===== config.mk =====
export PLATFORM = sky130hd
export DESIGN_NAME = bank_clk_ctrl
export DESIGN_NICKNAME = d
export VERILOG_FILES = /design/src/rtl/bank_clk_pkg.sv /design/src/rtl/bank_disable_sync.sv /design/src/rtl/ref_edge_counter.sv /design/src/rtl/bank_gate.sv /design/src/rtl/bank_clk_ctrl.sv
export SDC_FILE = /design/constraint.sdc
export NUM_CORES = 1
export LEC_CHECK = 0
export BUFFER_PORTS_ARGS = -buffer_cell sky130_fd_sc_hd__buf_4
export CAP_MARGIN = 0
export CORE_MARGIN = 5
export CORE_UTILIZATION = 45
export CTS_BUF_LIST = sky130_fd_sc_hd__clkbuf_4 sky130_fd_sc_hd__clkbuf_8
export CTS_CLUSTER_SIZE = 24
export DETAILED_ROUTE_END_ITERATION = 7
export GPL_TIMING_DRIVEN = 0
export PLACE_DENSITY_LB_ADDON = 0.1
export SYNTH_ARGS = -nofsm -noshare
export SYNTH_HDL_FRONTEND = slang
export SYNTH_SLANG_ARGS = --single-unit

===== constraint.sdc =====
create_clock -name clk -period 1.4 [get_ports clk]
set_input_delay 0.14 -clock clk [delete_from_list [all_inputs] [get_ports clk]]
set_output_delay 0.14 -clock clk [all_outputs]
set_load 0.01 [all_outputs]

===== src/rtl/bank_clk_pkg.sv =====
package bank_clk_pkg;

  typedef enum logic [1:0] {
    MODE_HOLDOFF   = 2'b00,
    MODE_TEST      = 2'b01,
    MODE_FLOAT     = 2'b10,
    MODE_TEST_OPEN = 2'b11
  } ctrl_mode_e;

  // Both codes with bit 0 set mean the pin is left open: test mode.
  function automatic logic f_is_test(input logic [1:0] mode);
    return mode[0];
  endfunction

  function automatic logic f_want_holdoff(input logic dis, input logic [1:0] mode);
    return dis && (mode == MODE_HOLDOFF);
  endfunction

  function automatic logic f_want_float(input logic dis, input logic [1:0] mode);
    return dis && (mode == MODE_FLOAT);
  endfunction

  // Gate state may only change while the source is low.
  function automatic logic f_run_next(input logic run, input logic src, input logic stop);
    return src ? run : !stop;
  endfunction

  // Saturating counter step; clears when not armed.
  function automatic int unsigned f_count_next(input int unsigned cnt, input logic arm,
                                               input logic edge_seen, input int unsigned limit);
    if (!arm) return 0;
    if (edge_seen && (cnt < limit)) return cnt + 1;
    return cnt;
  endfunction

endpackage


===== src/rtl/bank_disable_sync.sv =====
module bank_disable_sync #(
  parameter int WIDTH  = 2,
  parameter int STAGES = 2
) (
  input  logic             clk,
  input  logic             rst_n,
  input  logic [WIDTH-1:0] async_i,
  output logic [WIDTH-1:0] sync_o
);

  logic [WIDTH-1:0] stage_q [STAGES];

  always_ff @(posedge clk or negedge rst_n) begin
    if (!rst_n) begin
      for (int i = 0; i < STAGES; i++) stage_q[i] <= '0;
    end else begin
      stage_q[0] <= async_i;
      for (int i = 1; i < STAGES; i++) stage_q[i] <= stage_q[i-1];
    end
  end

  assign sync_o = stage_q[STAGES-1];

endmodule


===== src/rtl/ref_edge_counter.sv =====
module ref_edge_counter
  import bank_clk_pkg::*;
#(
  parameter int REF_EDGES = 5
) (
  input  logic clk,
  input  logic rst_n,
  input  logic ref_clk_i,
  input  logic arm_i,
  output logic edge_o,
  output logic hold_o
);

  localparam int CNT_W = $clog2(REF_EDGES + 1);

  logic [2:0]       ref_q;
  logic [CNT_W-1:0] cnt_q;
  logic [CNT_W-1:0] cnt_d;

  always_ff @(posedge clk or negedge rst_n) begin
    if (!rst_n) ref_q <= '0;
    else        ref_q <= {ref_q[1:0], ref_clk_i};
  end

  assign edge_o = ref_q[1] & ~ref_q[2];
  assign cnt_d  = CNT_W'(f_count_next(int'(cnt_q), arm_i, edge_o, REF_EDGES));

  always_ff @(posedge clk or negedge rst_n) begin
    if (!rst_n) cnt_q <= '0;
    else        cnt_q <= cnt_d;
  end

  assign hold_o = (int'(cnt_q) == REF_EDGES);

  AST_CNT_SATURATES: assert property (@(posedge clk) disable iff (!rst_n)
    int'(cnt_q) <= REF_EDGES);
  AST_HOLD_NEEDS_EDGE: assert property (@(posedge clk) disable iff (!rst_n)
    $rose(hold_o) |-> $past(edge_o) && $past(arm_i));
  AST_HOLD_RELEASE: assert property (@(posedge clk) disable iff (!rst_n)
    !arm_i |=> !hold_o);

endmodule


===== src/rtl/bank_gate.sv =====
module bank_gate
  import bank_clk_pkg::*;
#(
  parameter int STOP_LIMIT = 6
) (
  input  logic clk,
  input  logic rst_n,
  input  logic src_clk_i,
  input  logic stop_req_i,
  input  logic float_req_i,
  input  logic test_mode_i,
  input  logic test_float_i,
  output logic bank_clk_o,
  output logic drive_en_o
);

  localparam int WIN_W = $clog2(STOP_LIMIT + 2);

  logic             run_q;
  logic             run_d;
  logic             src_q;
  logic             src_rise;
  logic             stop_pending;
  logic [WIN_W-1:0] win_q;

  assign run_d = f_run_next(run_q, src_clk_i, stop_req_i);

  always_ff @(posedge clk or negedge rst_n) begin
    if (!rst_n) begin
      run_q      <= 1'b1;
      bank_clk_o <= 1'b0;
      drive_en_o <= 1'b1;
      src_q      <= 1'b0;
    end else begin
      run_q      <= run_d;
      bank_clk_o <= src_clk_i & run_d;
      drive_en_o <= test_mode_i ? !test_float_i : !float_req_i;
      src_q      <= src_clk_i;
    end
  end

  // Observation window: source rising edges seen while a stop waits.
  assign src_rise     = src_clk_i & ~src_q;
  assign stop_pending = stop_req_i & run_q;

  always_ff @(posedge clk or negedge rst_n) begin
    if (!rst_n)              win_q <= '0;
    else if (!stop_pending)  win_q <= '0;
    else if (src_rise && (int'(win_q) <= STOP_LIMIT)) win_q <= win_q + 1'b1;
  end

  AST_NO_RUNT_END: assert property (@(posedge clk) disable iff (!rst_n)
    $fell(bank_clk_o) |-> !$past(src_clk_i));
  AST_NO_RUNT_START: assert property (@(posedge clk) disable iff (!rst_n)
    $rose(bank_clk_o) |-> !$past(src_clk_i, 2));
  AST_STOP_WINDOW: assert property (@(posedge clk) disable iff (!rst_n)
    int'(win_q) < STOP_LIMIT);
  AST_FLOAT_DRIVE: assert property (@(posedge clk) disable iff (!rst_n)
    (float_req_i && !test_mode_i) |=> !drive_en_o);
  AST_TEST_KEEPS_DRIVE: assert property (@(posedge clk) disable iff (!rst_n)
    (test_mode_i && !test_float_i) |=> drive_en_o);

endmodule


===== src/rtl/bank_clk_ctrl.sv =====
module bank_clk_ctrl
  import bank_clk_pkg::*;
#(
  parameter int NUM_BANKS   = 2,
  parameter int SYNC_STAGES = 2,
  parameter int REF_EDGES   = 5,
  parameter int STOP_LIMIT  = 6
) (
  input  logic                 clk,
  input  logic                 rst_n,
  input  logic [1:0]           mode_i,
  input  logic [NUM_BANKS-1:0] bank_dis_i,
  input  logic                 ref_clk_i,
  input  logic [NUM_BANKS-1:0] src_clk_i,
  output logic [NUM_BANKS-1:0] bank_clk_o,
  output logic [NUM_BANKS-1:0] drive_en_o,
  output logic                 fsm_hold_o
);

  localparam int RST_BANK = NUM_BANKS - 1;

  logic [NUM_BANKS-1:0] dis_sync;
  logic [NUM_BANKS-1:0] stop_req;
  logic [NUM_BANKS-1:0] float_req;
  logic                 test_mode;
  logic                 test_float;
  logic                 ref_edge;

  bank_disable_sync #(.WIDTH(NUM_BANKS), .STAGES(SYNC_STAGES)) u_sync (
    .clk     (clk),
    .rst_n   (rst_n),
    .async_i (bank_dis_i),
    .sync_o  (dis_sync)
  );

  assign test_mode  = f_is_test(mode_i);
  assign test_float = test_mode & dis_sync[RST_BANK];

  ref_edge_counter #(.REF_EDGES(REF_EDGES)) u_refcnt (
    .clk       (clk),
    .rst_n     (rst_n),
    .ref_clk_i (ref_clk_i),
    .arm_i     (test_float),
    .edge_o    (ref_edge),
    .hold_o    (fsm_hold_o)
  );

  for (genvar b = 0; b < NUM_BANKS; b++) begin : g_bank
    assign stop_req[b]  = f_want_holdoff(dis_sync[b], mode_i);
    assign float_req[b] = f_want_float(dis_sync[b], mode_i);

    bank_gate #(.STOP_LIMIT(STOP_LIMIT)) u_gate (
      .clk          (clk),
      .rst_n        (rst_n),
      .src_clk_i    (src_clk_i[b]),
      .stop_req_i   (stop_req[b]),
      .float_req_i  (float_req[b]),
      .test_mode_i  (test_mode),
      .test_float_i (test_float),
      .bank_clk_o   (bank_clk_o[b]),
      .drive_en_o   (drive_en_o[b])
    );
  end

  AST_TEST_ALL_FLOAT: assert property (@(posedge clk) disable iff (!rst_n)
    test_float |=> (drive_en_o == '0));
  AST_HOLD_ONLY_IN_TEST: assert property (@(posedge clk) disable iff (!rst_n)
    fsm_hold_o |-> $past(test_float));
  AST_REQ_EXCLUSIVE: assert property (@(posedge clk) disable iff (!rst_n)
    $onehot0({|stop_req, |float_req, test_mode}));

endmodule


==> impl_metrics.toml <==
[floorplan]
die_h_um = 47.2
io_pins = 14
die_area_sq_um = 2230
rows = 13
start_util = 0.478
die_w_um = 47.2
coreArea_sq_um = 1300

[min_path]
min_path_type = "input port to register"
hold_depth = 2
min_from = "mode_i[1]"
holdPathEnd = "g_bank[1].u_gate.drive_en_o"

[sta]
worstMarginPinSlew_ns = 0.204
whs_ns = 0.0139
slew_headroom = 0.864
fin_crit_ns = 1.35
tns_ns = 0
finalHoldViolCount = 0
rsz0062_at_grt = "no"
fin_crit_sh = 0.962
setup_viol = 0
finClkSkew_ns = 0.00314
clock.fmax_ghz = 0.743
drv_slew = 0

[worst_setup_path]
r2r_slack_ns = 0.29
r2r_cells = 4
crit_path_start_kind = "register"
critPathKind = "register to output port"
path_max_fanout = 5
r2r-start = "u_refcnt.cnt_q[0]"
reg2reg_to = "u_refcnt.cnt_q[1]"
cp-end-kind = "output port"
cp_data_arrival_time_ns = 1.21
required_ns = 1.26

[power_and_ir_drop]
p_per_area_nw_per_um2 = 1070
ir_drop_v = 0.000603
power_leakage_nw = 0.395
power_uw = 893

[flow_run]
drv_cap = 0

[cts]
h-tree-depth = 1
cts_tree = "built"
numCtsBuffers = 3
max-clock-path-buffers = 2
cts.sinks = 16
cts_root_buf = "clkbuf_4"
cts.clk_slew.worst_paths_ns = 0.09
clock_latency_ns = 0.28

[synth]
synthArstFlopShare = 1.00
yosysSeqAreaShare = 0.652
synth_common_cells = "dfrtp_1, nand2_1, buf_4, dfstp_2"
ys_types = 18
synth_area_leaders = "dfrtp_1, dfstp_2, buf_4"
post_synth.cell_area_avg_sq_um = 13.0
synth_seq_cells = 16
synth_edf_count = 0
syn_nets = 59
synth_area_sq_um = 622
yosysTopAreaCellShare = 0.483
synth_ff_type = "dfrtp_1"
netlist_instances = 48
yosys_warnings = 0
synth_top_cell_by_area = "dfrtp_1"
synth_most_common_cell = "dfrtp_1"

[global_route]
grt_antenna_before_repair = 0
grt_use_total = 0.0980
grt_pass1_vias = 366
overflow = 0
grt_pass1_wl_um = 1460
grt_start_max_net_pins = 17

[route]
totalWireLength_um = 952
drt_iter0_drc = 2
drc = 0
via_count = 416
antenna_left = 0
avgRoutedWirePerCell_um = 10.9
firstDrtPassIters = 2
viasPerCell = 4.78

[placement]
post_dp_cell_area_sq_um = 738
place_congestion = 0.677
place_inst = 76
io_buffer_count = 13

[finish]
nFillCells = 104
multi_input_area_sq_um = 183
antenna_cells = 0
fin_nets = 84
fin_area_sq_um = 838
stdcell_count = 87
seq_area_sq_um = 407
synthToLayoutAreaGrowth_pct = 34.8
layout-drive-gt1-share = 0.458

[status]
outcome = "finished clean"
## layout make-up
class / instances / area share
clock buffer: 4 / 0.0433
tap: 15 / 0.0224
sequential: 16 / 0.485
buffer: 4 / 0.0358
inverter: 1 / 0.00448
multi-input combinational: 27 / 0.218
timing repair buffer: 20 / 0.191
## through the flow
stage          utilization  setup WS (ns)
5_1_grt              0.644        0.00877
3_3_place_gp         0.567          0.261
6_report             0.644         0.0534
4_1_cts              0.626        0.00421
3_5_place_dp         0.567          0.285
2_1_floorplan            -          0.350
## critical path, cell delays in order, from the launching register on
cell	delay [ns]
dfrtp_2	0.45
ha_1	0.20
and2_1	0.14
buf_4	0.13
## flip-flops by register name, summed over array words and instances (netlist names)
| name | count |
|---|---|
| u_sync.sync_o | 2 |
| u_refcnt.ref_q | 3 |
| u_refcnt.cnt_q | 3 |
| g_bank.u_gate.bank_clk_o | 2 |
| g_bank.u_gate.run_q | 2 |
| g_bank.u_gate.drive_en_o | 2 |
| u_sync.stage_q | 2 |
## timing repair
item / CTS / global route
hold buffers: 4 / 0
gates resized for setup: 0 / 1
endpoints found under the hold margin: 19 / 0
setup endpoints to repair: 0 / 1
buffers inserted: 0 / 3
## cells by family (layout without fill, tap and decap cells)
family / after synthesis / count (layout) / share of synthesized area
flip-flops: 16 / 16 / 0.652
AND/OR/NAND/NOR: 13 / 13 / 0.113
AO/OA/AOI/OAI: 10 / 10 / 0.105
buffers and inverters: 5 / 29 / 0.0543
adder cells (fa/ha/maj): 2 / 2 / 0.0402
multiplexers: 2 / 2 / 0.0362
## cells in the final DEF (no fill, tap or decap), types with 2 or more instances in the layout
master / n
nand2_1: 5
clkbuf_4: 3
ha_1: 2
dfstp_2: 4
dlygate4sd3_1: 4
o21ai_1: 2
buf_4: 20
mux2_2: 2
nor2_1: 3
a21oi_1: 3
and2_1: 3
dfrtp_1: 11
## layer usage
layer  share of wire  track usage  routed length, um  vias up
met5               0            0                  0        -
met4           0.023       0.0829                 22        0
met3           0.074       0.0230                 70        2
met2            0.52        0.152                497       12
met1            0.38        0.114                362      198
li1                -            -                  -      204
## worst max path at each step
stage | startpoint | end | slack [ns]
4_1_cts | u_refcnt.cnt_q[0] | fsm_hold_o | 0.004
6_report | u_refcnt.cnt_q[0] | fsm_hold_o | 0.05
3_5_place_dp | u_refcnt.cnt_q[0] | u_refcnt.cnt_q[1] | 0.29
2_1_floorplan | u_refcnt.cnt_q[0] | u_refcnt.cnt_q[1] | 0.35
5_1_grt | u_refcnt.cnt_q[0] | fsm_hold_o | 0.009
3_3_place_gp | u_refcnt.cnt_q[0] | u_refcnt.cnt_q[1] | 0.26
## power by group
part	switching, mW	internal (mW)	total, mW
sequential	0.0101	0.491	0.501
clock	0.139	0.158	0.297
combinational	0.0360	0.0593	0.0953
total	0.185	0.708	0.893
(Power assumes the default switching activity.)
